[src/rtl/hif_pkg.sv]
package hif_pkg;
    localparam int DW = 16;
    localparam int BW = 8;
    localparam logic [4:0] SER_SYNC = 5'b01110;

    typedef enum logic [1:0] {BUS_M68, BUS_I80, BUS_SER} bus_kind_t;

    typedef struct packed {
        bus_kind_t kind;
        logic      narrow;
        logic      dev_id;
    } hmode_t;

    typedef enum logic [2:0] {SS_IDLE, SS_HEAD, SS_WRITE, SS_READ, SS_HOLD} ser_state_t;

    function automatic hmode_t decode_strap(input logic [2:0] s);
        hmode_t m;
        m.dev_id = s[0];
        if (s[2]) begin
            m.kind   = BUS_SER;
            m.narrow = 1'b0;
        end else begin
            m.kind   = s[1] ? BUS_I80 : BUS_M68;
            m.narrow = s[0];
        end
        return m;
    endfunction
endpackage

[src/rtl/hif_sync.sv]
module hif_sync #(
    parameter int           W    = 1,
    parameter logic [W-1:0] INIT = '1
) (
    input  logic         clk,
    input  logic         rst_n,
    input  logic [W-1:0] d,
    output logic [W-1:0] q
);
    logic [W-1:0] meta;

    always_ff @(posedge clk or negedge rst_n) begin
        if (!rst_n) begin
            meta <= INIT;
            q    <= INIT;
        end else begin
            meta <= d;
            q    <= meta;
        end
    end
endmodule

[src/rtl/hif_regs.sv]
module hif_regs
    import hif_pkg::*;
#(
    parameter int NREG = 8
) (
    input  logic          clk,
    input  logic          rst_n,
    input  logic          idx_wr,
    input  logic          ctl_wr,
    input  logic [DW-1:0] wdata,
    output logic [DW-1:0] rd_idx,
    output logic [DW-1:0] rd_ctl
);
    localparam int IW = (NREG > 1) ? $clog2(NREG) : 1;

    logic [IW-1:0] idx;
    logic [DW-1:0] word_q [NREG];

    always_ff @(posedge clk or negedge rst_n) begin
        if (!rst_n) begin
            idx <= '0;
            for (int i = 0; i < NREG; i++) word_q[i] <= '0;
        end else begin
            if (idx_wr) idx <= wdata[IW-1:0];
            if (ctl_wr) word_q[idx] <= wdata;
        end
    end

    assign rd_idx = {{(DW-IW){1'b0}}, idx};
    assign rd_ctl = word_q[idx];
endmodule

[src/rtl/hif_par.sv]
module hif_par
    import hif_pkg::*;
(
    input  logic          clk,
    input  logic          rst_n,
    input  logic          en,
    input  logic          is80,
    input  logic          narrow,
    input  logic          cs_n_s,
    input  logic          stb_s,
    input  logic          dir_s,
    input  logic          rs,
    input  logic [DW-1:0] db_in,
    input  logic [DW-1:0] rd_idx,
    input  logic [DW-1:0] rd_ctl,
    output logic          wr_pulse,
    output logic          wr_rs,
    output logic [DW-1:0] wr_word,
    output logic          oe,
    output logic [DW-1:0] dout
);
    logic          stb_d, dir_d, half;
    logic [BW-1:0] upper;
    logic          stb_rise, stb_fall, dir_rise, commit, rd_end;
    logic [DW-1:0] rword;

    assign stb_rise = stb_s & ~stb_d;
    assign stb_fall = ~stb_s & stb_d;
    assign dir_rise = dir_s & ~dir_d;
    assign commit   = en & ~cs_n_s & (is80 ? stb_rise : (stb_fall & ~dir_s));
    assign rd_end   = en & ~cs_n_s & (is80 ? dir_rise : (stb_fall & dir_s));
    assign oe       = en & ~cs_n_s & (is80 ? ~dir_s : (stb_s & dir_s));
    assign rword    = rs ? rd_ctl : rd_idx;
    assign dout     = narrow ? {(half ? rword[BW-1:0] : rword[DW-1:BW]), {BW{1'b0}}} : rword;

    always_ff @(posedge clk or negedge rst_n) begin
        if (!rst_n) begin
            stb_d    <= 1'b1;
            dir_d    <= 1'b1;
            half     <= 1'b0;
            upper    <= '0;
            wr_pulse <= 1'b0;
            wr_rs    <= 1'b0;
            wr_word  <= '0;
        end else begin
            stb_d    <= stb_s;
            dir_d    <= dir_s;
            wr_pulse <= 1'b0;
            if (commit) begin
                if (!narrow) begin
                    wr_pulse <= 1'b1;
                    wr_rs    <= rs;
                    wr_word  <= db_in;
                end else if (!half) begin
                    upper <= db_in[DW-1:BW];
                    half  <= 1'b1;
                end else begin
                    wr_pulse <= 1'b1;
                    wr_rs    <= rs;
                    wr_word  <= {upper, db_in[DW-1:BW]};
                    half     <= 1'b0;
                end
            end else if (rd_end && narrow) begin
                half <= ~half;
            end
            if (cs_n_s) half <= 1'b0;
        end
    end
endmodule

[src/rtl/hif_ser.sv]
module hif_ser
    import hif_pkg::*;
(
    input  logic          clk,
    input  logic          rst_n,
    input  logic          en,
    input  logic          dev_id,
    input  logic          cs_n_s,
    input  logic          scl_s,
    input  logic          sdi,
    input  logic [DW-1:0] rd_idx,
    input  logic [DW-1:0] rd_ctl,
    output logic          wr_pulse,
    output logic          wr_rs,
    output logic [DW-1:0] wr_word,
    output logic          sdo
);
    localparam int CW = $clog2(DW);

    ser_state_t    state, nxt;
    logic          scl_d, sdo_r;
    logic [CW-1:0] cnt;
    logic [DW-2:0] sh;
    logic [DW-1:0] out_sh;
    logic [BW-1:0] hdr;
    logic          rise, fall, hdr_ok, hdr_last, data_last;

    assign rise      = scl_s & ~scl_d;
    assign fall      = ~scl_s & scl_d;
    assign hdr       = {sh[BW-2:0], sdi};
    assign hdr_ok    = (hdr[7:3] == SER_SYNC) && (hdr[2] == dev_id);
    assign hdr_last  = rise && (cnt == CW'(BW-1));
    assign data_last = rise && (cnt == CW'(DW-1));

    always_ff @(posedge clk or negedge rst_n) begin
        if (!rst_n) state <= SS_IDLE;
        else        state <= nxt;
    end

    always_comb begin
        nxt = state;
        if (!en || cs_n_s) begin
            nxt = SS_IDLE;
        end else begin
            unique case (state)
                SS_IDLE:  nxt = SS_HEAD;
                SS_HEAD:  if (hdr_last) nxt = !hdr_ok ? SS_HOLD : (hdr[0] ? SS_READ : SS_WRITE);
                SS_WRITE: if (data_last) nxt = SS_HOLD;
                SS_READ:  nxt = SS_READ;
                SS_HOLD:  nxt = SS_HOLD;
                default:  nxt = SS_IDLE;
            endcase
        end
    end

    always_ff @(posedge clk or negedge rst_n) begin
        if (!rst_n) begin
            scl_d    <= 1'b1;
            sdo_r    <= 1'b0;
            cnt      <= '0;
            sh       <= '0;
            out_sh   <= '0;
            wr_pulse <= 1'b0;
            wr_rs    <= 1'b0;
            wr_word  <= '0;
        end else begin
            scl_d    <= scl_s;
            wr_pulse <= 1'b0;
            unique case (state)
                SS_IDLE: begin
                    cnt   <= '0;
                    sdo_r <= 1'b0;
                end
                SS_HEAD: if (rise) begin
                    sh <= {sh[DW-3:0], sdi};
                    if (hdr_last) begin
                        cnt    <= '0;
                        wr_rs  <= hdr[1];
                        out_sh <= hdr[1] ? rd_ctl : rd_idx;
                    end else begin
                        cnt <= cnt + 1'b1;
                    end
                end
                SS_WRITE: if (rise) begin
                    sh  <= {sh[DW-3:0], sdi};
                    cnt <= cnt + 1'b1;
                    if (data_last) begin
                        wr_pulse <= 1'b1;
                        wr_word  <= {sh, sdi};
                    end
                end
                SS_READ: if (fall) begin
                    sdo_r  <= out_sh[DW-1];
                    out_sh <= {out_sh[DW-2:0], 1'b0};
                end
                SS_HOLD: ;
                default: ;
            endcase
        end
    end

    assign sdo = (state == SS_READ) ? sdo_r : 1'b0;
endmodule

[src/rtl/hostif_front.sv]
module hostif_front
    import hif_pkg::*;
#(
    parameter int NREG = 8
) (
    input  logic          clk,
    input  logic          rst_n,
    input  logic [2:0]    mode_strap,
    input  logic          cs_n,
    input  logic          rs,
    input  logic          strobe,
    input  logic          dir_rd,
    input  logic [DW-1:0] db_in,
    input  logic          sdi,
    output logic [DW-1:0] db_out,
    output logic          db_oe,
    output logic          sdo,
    output logic          idx_wr,
    output logic          ctl_wr,
    output logic [DW-1:0] wdata
);
    hmode_t        md;
    logic [2:0]    ctl_s;
    logic          ser_en;
    logic          p_pulse, p_rs, s_pulse, s_rs, pulse, rs_sel;
    logic [DW-1:0] p_word, s_word, rd_idx, rd_ctl;

    assign md     = decode_strap(mode_strap);
    assign ser_en = (md.kind == BUS_SER);

    hif_sync #(.W(3), .INIT(3'b111)) u_sync (
        .clk(clk), .rst_n(rst_n), .d({cs_n, strobe, dir_rd}), .q(ctl_s)
    );

    hif_par u_par (
        .clk(clk), .rst_n(rst_n), .en(~ser_en), .is80(md.kind == BUS_I80),
        .narrow(md.narrow), .cs_n_s(ctl_s[2]), .stb_s(ctl_s[1]), .dir_s(ctl_s[0]),
        .rs(rs), .db_in(db_in), .rd_idx(rd_idx), .rd_ctl(rd_ctl),
        .wr_pulse(p_pulse), .wr_rs(p_rs), .wr_word(p_word), .oe(db_oe), .dout(db_out)
    );

    hif_ser u_ser (
        .clk(clk), .rst_n(rst_n), .en(ser_en), .dev_id(md.dev_id),
        .cs_n_s(ctl_s[2]), .scl_s(ctl_s[1]), .sdi(sdi),
        .rd_idx(rd_idx), .rd_ctl(rd_ctl),
        .wr_pulse(s_pulse), .wr_rs(s_rs), .wr_word(s_word), .sdo(sdo)
    );

    assign pulse  = ser_en ? s_pulse : p_pulse;
    assign rs_sel = ser_en ? s_rs : p_rs;
    assign idx_wr = pulse & ~rs_sel;
    assign ctl_wr = pulse & rs_sel;
    assign wdata  = ser_en ? s_word : p_word;

    hif_regs #(.NREG(NREG)) u_regs (
        .clk(clk), .rst_n(rst_n), .idx_wr(idx_wr), .ctl_wr(ctl_wr),
        .wdata(wdata), .rd_idx(rd_idx), .rd_ctl(rd_ctl)
    );
endmodule

[config.mk]
export PLATFORM = sky130hd
export DESIGN_NAME = hostif_front
export DESIGN_NICKNAME = d
export VERILOG_FILES = /design/src/rtl/hif_pkg.sv /design/src/rtl/hif_sync.sv /design/src/rtl/hif_regs.sv /design/src/rtl/hif_par.sv /design/src/rtl/hif_ser.sv /design/src/rtl/hostif_front.sv
export SDC_FILE = /design/constraint.sdc
export NUM_CORES = 1
export LEC_CHECK = 0
export BUFFER_PORTS_ARGS = -buffer_cell sky130_fd_sc_hd__clkbuf_2
export CAP_MARGIN = 15
export CELL_PAD_IN_SITES_DETAIL_PLACEMENT = 1
export CELL_PAD_IN_SITES_GLOBAL_PLACEMENT = 2
export CORE_ASPECT_RATIO = 1.1
export CORE_UTILIZATION = 43
export CTS_BUF_LIST = sky130_fd_sc_hd__clkbuf_16
export DETAILED_ROUTE_END_ITERATION = 16
export PLACE_DENSITY = 0.87
export SLEW_MARGIN = 0
export SYNTH_ARGS = -nofsm -noshare
export SYNTH_HDL_FRONTEND = slang
export SYNTH_HIERARCHICAL = 1
export SYNTH_SLANG_ARGS = --single-unit
[constraint.sdc]
create_clock -name clk -period 2.6 [get_ports clk]
set_clock_uncertainty 0.1 [all_clocks]
set_input_delay 0.13 -clock clk [delete_from_list [all_inputs] [get_ports clk]]
set_output_delay 0.13 -clock clk [all_outputs]
set_load 0.01 [all_outputs]
==> results of run 1 <==
cell families (layout without fill, tap and decap cells):
family / Yosys count / after routing / synth area share
other: 1 / 13 / 0.000340
adders and majority gates: 2 / 2 / 0.00216
and+or+nand+nor: 108 / 108 / 0.0582
muxes: 299 / 299 / 0.319
buffers and inverters: 72 / 201 / 0.0395
xor gates and xnor gates: 3 / 3 / 0.00238
AOI/OAI and AO/OA: 123 / 123 / 0.0687
DFF: 224 / 224 / 0.510
state kept, by name, summed over array words and instances, names as in the netlist, 4 cells and up:
| name | cells |
|---|---|
| u_par/wr_word | 16 |
| u_regs/word_q | 128 |
| u_ser/sh | 15 |
| u_ser/out_sh | 16 |
| u_par/upper | 8 |
| u_ser/cnt | 4 |
| u_ser/wr_word | 16 |
cell usage in the layout (no fill, tap or decap), drive strengths merged, types with 15 or more instances in the layout:
master       instances
a21oi               35
buf                 73
clkbuf              78
dfrtp              215
dlygate4sd3         23
inv                 19
mux2               217
mux2i               74
nand2               29
nor2                33
o21ai               36
o22ai               15
power groups by stage:
stage	Clock [uW]	Sequential, uW	Combinational (uW)
floorplan	0	3770	774
global placement	0	3850	1170
detailed placement	0	3860	1200
CTS	3280	3800	1600
global route	3400	3820	1740
finish	3200	3800	1640
Yosys cell counts (4+ instances only):
cell type    n
dfrtp_1    215
mux2_2     150
mux2i_1     74
mux2_4      40
o21ai_0     36
a21oi_1     35
nor2_1      31
nand2_1     29
mux2_1      27
buf_2       23
buf_4       20
o22ai_1     15
a22oi_1     13
clkbuf_1    10
dfstp_2      9
nor2b_1      9
mux4_2       8
inv_1        7
buf_6        6
nand2b_1     4
nand3_1      4
nor4_1       4
through the flow:
step / worst slack, ns / total power, uW / hold WS, ns
2_1_floorplan: 0.129 / 4550 / -0.266
3_3_place_gp: 0.0707 / 5020 / -0.0584
3_5_place_dp: 0.00767 / 5060 / -0.0521
4_1_cts: -0.219 / 8670 / 0.113
5_1_grt: -0.289 / 8960 / 0.152
6_report: -0.222 / 8630 / 0.121
layout make-up:
class	count	area [sq um]	share of cell area
clock buffer	25	626	0.0463
clock inverter	17	104	0.00768
inverter	10	40.0	0.00296
multi-input combinational	548	5460	0.404
sequential	224	5620	0.416
tap	315	394	0.0292
timing repair buffer	149	1270	0.0938
per-layer routing:
metal  share of wire  up-vias
li1                -     3265
met5               0        -
met1            0.42     3854
met4           0.025        0
met2            0.53      126
met3           0.024       44
critical path, stage by stage, from the launching register on:
cell and delay [ns]:
dfrtp_2 0.39, buf_6 0.13, buf_4 0.11, inv_4 0.04, buf_6 0.13, a21oi_4 0.14, a211oi_2 0.06, a311o_1 0.42
mux4_2 0.51, buf_6 0.14
worst max path at each step:
stage | slack [ns] | cells past startpoint | end
after floorplan | 0.13 | 6 | u_regs/word_q[53]
after global placement | 0.07 | 6 | db_out[10]
after detailed placement | 0.008 | 6 | db_out[10]
after CTS | -0.22 | 7 | db_out[10]
after global routing | -0.29 | 7 | db_out[9]
final | -0.22 | 9 | db_out[10]
what timing repair did:
| item | CTS | global route |
|---|---|---|
| pin swaps | 12 | 18 |
| hold buffers | 23 | 0 |
| hold endpoints to repair | 254 | 0 |
| gates cloned | 4 | 0 |
| buffers inserted | 18 | 7 |
| gates resized for setup | 88 | 46 |
| endpoints found under the setup margin | 16 | 16 |
==> flow_summary.toml, run 1 <==
[run_status]
outcome = "complete, but fails checks"
violations = "setup timing"

[die]
rows = 61
die_h_um = 170
die_area_sq_mm = 0.0263
ioPinCount = 62
start_util = 0.438
die_w_um = 155
core_area_sq_mm = 0.0252

[synth]
yosys.cell_types.count = 65
yosys_most_used_dff = "dfrtp_1"
synth_warnings = 6
synth.avg_cell_area_sq_um = 13.2
synthCells = 832
synth_edf_count = 0
synthesis.area_sq_mm = 0.0110
ys_top_cells_by_area = "dfrtp_1 (49%), mux2_2 (15%), mux2i_1 (6.7%)"
synth_seq_cells = 224
ys_seq_area_frac = 0.510
netlist.area_leader.share = 0.488
async_flop_share = 1.00
synth_largest_area_cell = "dfrtp_1"

[final_layout]
fin_util = 0.537
nets = 985
finalNonFillerCells = 1288
layout-drive-gt1-share = 0.475
final_area_sq_mm = 0.0135
fillers = 2518
syn_to_final_growth_pct = 22.6
diodes = 0

[power_and_ir_drop]
p_seq_frac = 0.440
clkPwrFrac = 0.370
p_leak_uw = 0.00646
power.density_mw_per_mm2 = 639
p_sw_frac = 0.278
peakVddDrop_v = 0.000480
p_comb_frac = 0.190
switching_power_uw = 2400
p_int_uw = 6230

[worst_setup_path]
timing.rr.end = "u_ser/out_sh[7]"
critPathRequiredTime_ns = 2.37
setup.worst_path.end_class = "output pin"
worstPathArrival_ns = 2.59
reg2regPathDepth = 10
cp_max_fo = 5
reg2reg_from = "u_regs/idx[0]"
startpoint = "u_regs/idx[0]"
worstSetupPathType = "register to output pin"
start_kind = "register"
reg2reg_setup_slack_ns = 0.32

[global_route]
grt_pass1_vias = 8108
met1_usage = 0.285
grt_use_met3 = 0.0262
overflow = 0
grt_start_max_net_pins = 95
antenna_found_initial = 1
grt_pass1_wl_mm = 47.0
use_met2 = 0.425
grt_use_total = 0.232
grt.busiest_layer = "met2"

[timing]
fmax_mhz = 354
tightest_slew_ns = 0.904
rsz0062_at_grt = "true"
setup_ws_ns = -0.222
drv_slew = 0
period_minus_slack_ns = 2.82
fin_crit_sh = 1.09
final_hold_viol_count = 0
slew-limit-headroom = 0.398
setup-tns-final_ns = -1.47
setup_viol = 12

[detailed_routing]
ant_nets = 0
drc = 0
wl_per_cell_um = 23.0
first_iter_violations = 261
viasPerCell = 5.66
first_pass_iters = 6
drt-total-wl_mm = 29.7
vias = 7289

[clocking]
htreeDepth = 1
cts_inserted_buffers = 25
cts_tree = "built"
insertion_delay_ns = 0.52
ctsRootBufferMaster = "clkbuf_16"
clk_pin_slew_ns = 0.06
clkSinkCount = 224
cts_buffer_depth = 3

[place]
gp_congestion = 0.791
numPortBuffers = 61
place_hpwl_mm = 18.6
dpl.cell_count = 1197
placed_area_sq_mm = 0.0118

[hold_path]
hold_path_depth = 5
hp-class = "input port to register"
holdCritStartpoint = "mode_strap[0]"
hold-path-endpoint = "u_par/half"

[run]
max-cap-violations = 0
Power figures use the tool's default switching activity.
==> run 2: changes to the inputs <==
--- a/config.mk
+++ b/config.mk
@@ -5,7 +5,7 @@
 export SDC_FILE = /design/constraint.sdc
 export NUM_CORES = 1
 export LEC_CHECK = 0
-export BUFFER_PORTS_ARGS = -buffer_cell sky130_fd_sc_hd__clkbuf_2
+export BUFFER_PORTS_ARGS = -buffer_cell sky130_fd_sc_hd__buf_2
 export CAP_MARGIN = 15
 export CELL_PAD_IN_SITES_DETAIL_PLACEMENT = 1
 export CELL_PAD_IN_SITES_GLOBAL_PLACEMENT = 2
@@ -13,7 +13,7 @@
 export CORE_UTILIZATION = 43
 export CTS_BUF_LIST = sky130_fd_sc_hd__clkbuf_16
 export DETAILED_ROUTE_END_ITERATION = 16
-export PLACE_DENSITY = 0.87
+export PLACE_DENSITY = 0.91
 export SLEW_MARGIN = 0
 export SYNTH_ARGS = -nofsm -noshare
 export SYNTH_HDL_FRONTEND = slang
==> run 2 against run 1 <==
Non-clock buffer count grew 10. Final area grew 0.64%. Die area is the same. Core utilization grew 0.34 points. Wire length grew 11%. The run still ends with setup timing left. Sequential share of layout area shrank 0.26 points. Register-to-register slack lost 0.11 ns. First-iteration DRC count grew 50%. Hold slack lost 0.038 ns. Critical path depth shrank 2.
==> flow_summary.toml, run 2 (synthesis gave the netlist of run 1 again) <==
[detailed_routing]
vias = 7527
ant_nets = 0
first_iter_violations = 391
viasPerCell = 5.80
drt-total-wl_mm = 33.0
first_pass_iters = 4
wl_per_cell_um = 25.4
drc = 0

[run_status]
outcome = "complete, but fails checks"
violations = "setup timing"

[timing]
rsz0062_at_grt = "true"
slew-limit-headroom = 0.434
final_hold_viol_count = 0
tightest_slew_ns = 0.849
fin_crit_sh = 1.12
setup-tns-final_ns = -1.93
setup_ws_ns = -0.301
drv_slew = 0
period_minus_slack_ns = 2.90
fmax_mhz = 345
setup_viol = 8

[die]
die_h_um = 170
die_area_sq_mm = 0.0263
rows = 61
die_w_um = 155
core_area_sq_mm = 0.0252
ioPinCount = 62
start_util = 0.438

[worst_setup_path]
critPathRequiredTime_ns = 2.37
worstPathArrival_ns = 2.67
cp_max_fo = 8
worstSetupPathType = "register to output pin"
setup.worst_path.end_class = "output pin"
start_kind = "register"

[clocking]
insertion_delay_ns = 0.54
cts_inserted_buffers = 26
cts_tree = "built"
cts_buffer_depth = 3
htreeDepth = 1
clkSinkCount = 224
ctsRootBufferMaster = "clkbuf_16"
clk_pin_slew_ns = 0.06

[final_layout]
largest_reg_flops = 128
finalNonFillerCells = 1298
layout-drive-gt1-share = 0.462
diodes = 0
syn_to_final_growth_pct = 23.4
final_cell_mix = "dfrtp_1 (212), mux2_2 (149), mux2i_1 (62), buf_2 (57), buf_4 (53)"
nets = 996
layout_commonest_cell = "dfrtp_1"
regMostFlops = "u_regs/word_q"

[place]
dpl.cell_count = 1208
gp_congestion = 0.835
numPortBuffers = 61
place_hpwl_mm = 20.0

[global_route]
grt.busiest_layer = "met2"
grt_use_met3 = 0.0285
use_met2 = 0.459
grt_start_max_net_pins = 80
grt_pass1_wl_mm = 50.1
met1_usage = 0.301
grt_use_total = 0.252
antenna_found_initial = 0
overflow = 0
grt_pass1_vias = 8327

[power_and_ir_drop]
power.density_mw_per_mm2 = 667
peakVddDrop_v = 0.000616
p_leak_uw = 0.00656

[run]
max-cap-violations = 0

[hold_path]
hp-class = "input port to asynchronous set/reset pin"
run 2: per-stage QoR:
stage / instance area, sq um / total power, uW / hold WS, ns / utilization / worst slack [ns]
floorplan: 11100 / 4550 / -0.266 / - / 0.129
finish: 13600 / 9070 / 0.0831 / 0.540 / -0.301
global route: 13600 / 9360 / 0.125 / 0.540 / -0.402
CTS: 13300 / 8990 / 0.0882 / 0.528 / -0.215
global placement: 11900 / 5020 / 0.0606 / 0.471 / 0.185
detailed placement: 11900 / 5060 / 0.0567 / 0.471 / 0.142
run 2: final timing paths:
| path | cells past startpoint | slack (ns) | from | endpoint |
|---|---|---|---|---|
| min in group clk | 4 | 0.11 | mode_strap[0] | u_ser/state[2] |
| min | 2 | 0.08 | rst_n | u_ser/wr_word[13] |
| max in group asynchronous | 3 | 1.53 | rst_n | u_sync/q[1] |
| max | 7 | -0.30 | u_regs/idx[0] | db_out[9] |
| min reg2reg | 0 | 0.25 | u_sync/meta[1] | u_sync/q[1] |
| max reg2reg | 9 | 0.21 | u_regs/idx[0] | u_ser/out_sh[9] |
run 2: routing by layer:
metal,vias to the layer above,part of all wire
met5,-,0
met4,0,0.038
li1,3298,-
met3,74,0.040
met2,206,0.53
met1,3949,0.39
run 2: final cells by class:
cell class	count	area, sq um
tap	315	394
clock inverter	16	184
clock buffer	26	651
timing repair buffer	159	1360
multi-input combinational	548	5350
inverter	10	40.0
sequential	224	5620
fill	2506	11600
run 2: timing repair:
| action | CTS | global route |
|---|---|---|
| hold buffers | 21 | 0 |
| resized for setup | 61 | 42 |
| cloned | 3 | 1 |
| buffers inserted | 15 | 9 |
| pin swaps | 5 | 7 |
| hold endpoints to repair | 189 | 0 |
| setup endpoints to repair | 16 | 16 |
run 2: worst max-delay path, cell delays in order (launching register included):
cell	delay, ns
dfrtp_2	0.39
buf_6	0.15
buf_12	0.16
mux2i_4	0.25
a211oi_2	0.09
a311o_1	0.39
mux4_2	0.54
buf_6	0.16
run 2: where the power goes:
part	switching, uW	internal [uW]
Sequential	153	3640
Clock	1450	2190
Combinational	884	756
==> run 3: changes to the inputs <==
==> constraint.sdc (replaced) <==
create_clock -name clk -period 2.6 [get_ports clk]
set_clock_uncertainty 0.1 [all_clocks]
set_input_delay 0.13 -clock clk [delete_from_list [all_inputs] [get_ports clk]]
set_output_delay 0.13 -clock clk [all_outputs]
set_load 0.005 [all_outputs]
==> run 3 against run 2 <==
The run still ends with setup timing left. Hold slack got worse by 0.042 ns. Maximum frequency decreased by 0.60%. Critical path type unchanged. Highest routed layer unchanged. Sequential power about the same. Non-clock buffer count decreased by 12. Combinational power decreased by 7%. Largest power group unchanged. Register-to-register slack got worse by 0.07 ns.
==> flow_summary.toml, run 3 (synthesis gave the netlist of run 1 again) <==
[global_route]
grt_use_met3 = 0.0290
grt_pass1_wl_mm = 46.8
use_met2 = 0.415
grt_start_max_net_pins = 85
overflow = 0
antenna_found_initial = 0
grt_pass1_vias = 8014
met1_usage = 0.285
grt.busiest_layer = "met2"
grt_use_total = 0.231

[worst_setup_path]
start_kind = "register"
critPathRequiredTime_ns = 2.37
worstSetupPathType = "register to output pin"
setup.worst_path.end_class = "output pin"
cp_max_fo = 6
worstPathArrival_ns = 2.69

[timing]
period_minus_slack_ns = 2.92
slew-limit-headroom = 0.536
tightest_slew_ns = 0.695
rsz0062_at_grt = "true"
drv_slew = 0
fmax_mhz = 343
final_hold_viol_count = 0
setup_viol = 13
holdWs_ns = 0.0407
fin_crit_sh = 1.12
setup_ws_ns = -0.319

[die]
ioPinCount = 62
start_util = 0.438
die_h_um = 170
core_area_sq_mm = 0.0252
rows = 61
die_area_sq_mm = 0.0263
die_w_um = 155

[final_layout]
regMostFlops = "u_regs/word_q"
nets = 985
multi_input_area_sq_mm = 0.00529
final_cell_mix = "dfrtp_1 (212), mux2_2 (149), mux2i_1 (68), buf_2 (59)"
fillers = 2536
finalNonFillerCells = 1290
area.sequential_sq_mm = 0.00562
layout-drive-gt1-share = 0.453
syn_to_final_growth_pct = 21.1
largest_reg_flops = 128
layout_commonest_cell = "dfrtp_1"
diodes = 0

[place]
gp_congestion = 0.783
numPortBuffers = 61
place_hpwl_mm = 19.0
dpl.cell_count = 1204

[power_and_ir_drop]
power.density_mw_per_mm2 = 650
peakVddDrop_v = 0.000407
p_leak_uw = 0.00649

[detailed_routing]
viasPerCell = 5.73
first_pass_iters = 4
first_iter_violations = 344
drt-total-wl_mm = 29.9
drc = 0
vias = 7395
ant_nets = 0
wl_per_cell_um = 23.2

[clocking]
htreeDepth = 1
cts_buffer_depth = 3
clkSinkCount = 224
ctsRootBufferMaster = "clkbuf_16"
cts_inserted_buffers = 27
cts_tree = "built"
clk_pin_slew_ns = 0.06
insertion_delay_ns = 0.52

[run]
max-cap-violations = 0

[hold_path]
hp-class = "input port to register"

[run_status]
outcome = "complete, but fails checks"
violations = "setup timing"
==> run 3: cell count changes in the layout (fill, tap and decap cells not counted), moves of 4 or more <==
cell | previous run | this run
mux2i_4 | 7 | 3
mux2i_1 | 62 | 68
o21ai_2 | 8 | 12
inv_1 | 11 | 15
a21oi_1 | 28 | 21
clkinv_2 | 1 | 5
buf_4 | 53 | 41
a21oi_2 | 7 | 12
==> run 3: final cells by class <==
type	instances	area share
clock inverter	19	0.00806
clock buffer	27	0.0506
multi-input combinational	548	0.397
tap	315	0.0295
sequential	224	0.421
inverter	10	0.00300
timing repair buffer	147	0.0906
==> run 3: critical path, stage by stage (launching register included) <==
cell and delay [ns]:
dfrtp_4 0.54, buf_8 0.17, inv_4 0.05, buf_8 0.13, a21oi_4 0.15, a211oi_1 0.08
a311o_1 0.42, mux4_2 0.48, buf_2 0.14
==> run 3: where the power goes <==
part           switching, uW  total (uW)  leakage [uW]  internal, uW
registers                145        3790       0.00299          3650
logic                    826        1520       0.00309           690
clock network           1410        3370      0.000415          1960
total                   2380        8670       0.00649          6290
==> run 3: routing by layer <==
layer	share of wire	wire [um]	vias to the layer above
li1	-	-	3268
met1	0.41	12300	3909
met2	0.53	15800	153
met3	0.029	881	65
met4	0.033	976	0
met5	0	0	-
==> run 3: stage by stage <==
step	cell area (sq um)	power [uW]	setup TNS, ns	setup WS [ns]	utilization
finish	13300	8670	-2.19	-0.319	0.530
global route	13300	9020	-3.05	-0.362	0.530
CTS	13100	8600	-2.03	-0.308	0.520
detailed placement	11800	5060	0	0.0317	0.470
global placement	11800	5030	0	0.147	0.470
floorplan	11100	4530	0	0.245	-
==> run 3: final timing paths <==
check | startpoint | end | slack, ns | depth (start not counted)
setup / recovery | u_regs/idx[0] | db_out[10] | -0.32 | 8
hold / removal | mode_strap[2] | u_ser/state[0] | 0.04 | 3
setup reg to reg | u_regs/idx[0] | u_ser/out_sh[10] | 0.14 | 10
hold reg to reg | u_sync/meta[1] | u_sync/q[1] | 0.25 | 0
max in group asynchronous | rst_n | u_regs/idx[0] | 1.45 | 3
min in group asynchronous | rst_n | u_par/upper[4] | 0.10 | 2
==> run 3: timing repair <==
item,CTS,global route
hold buffers,21,0
hold endpoints to repair,110,0
pin swaps,6,11
buffers inserted,7,13
setup endpoints to repair,17,16
gates resized for setup,62,35
cloned,0,0
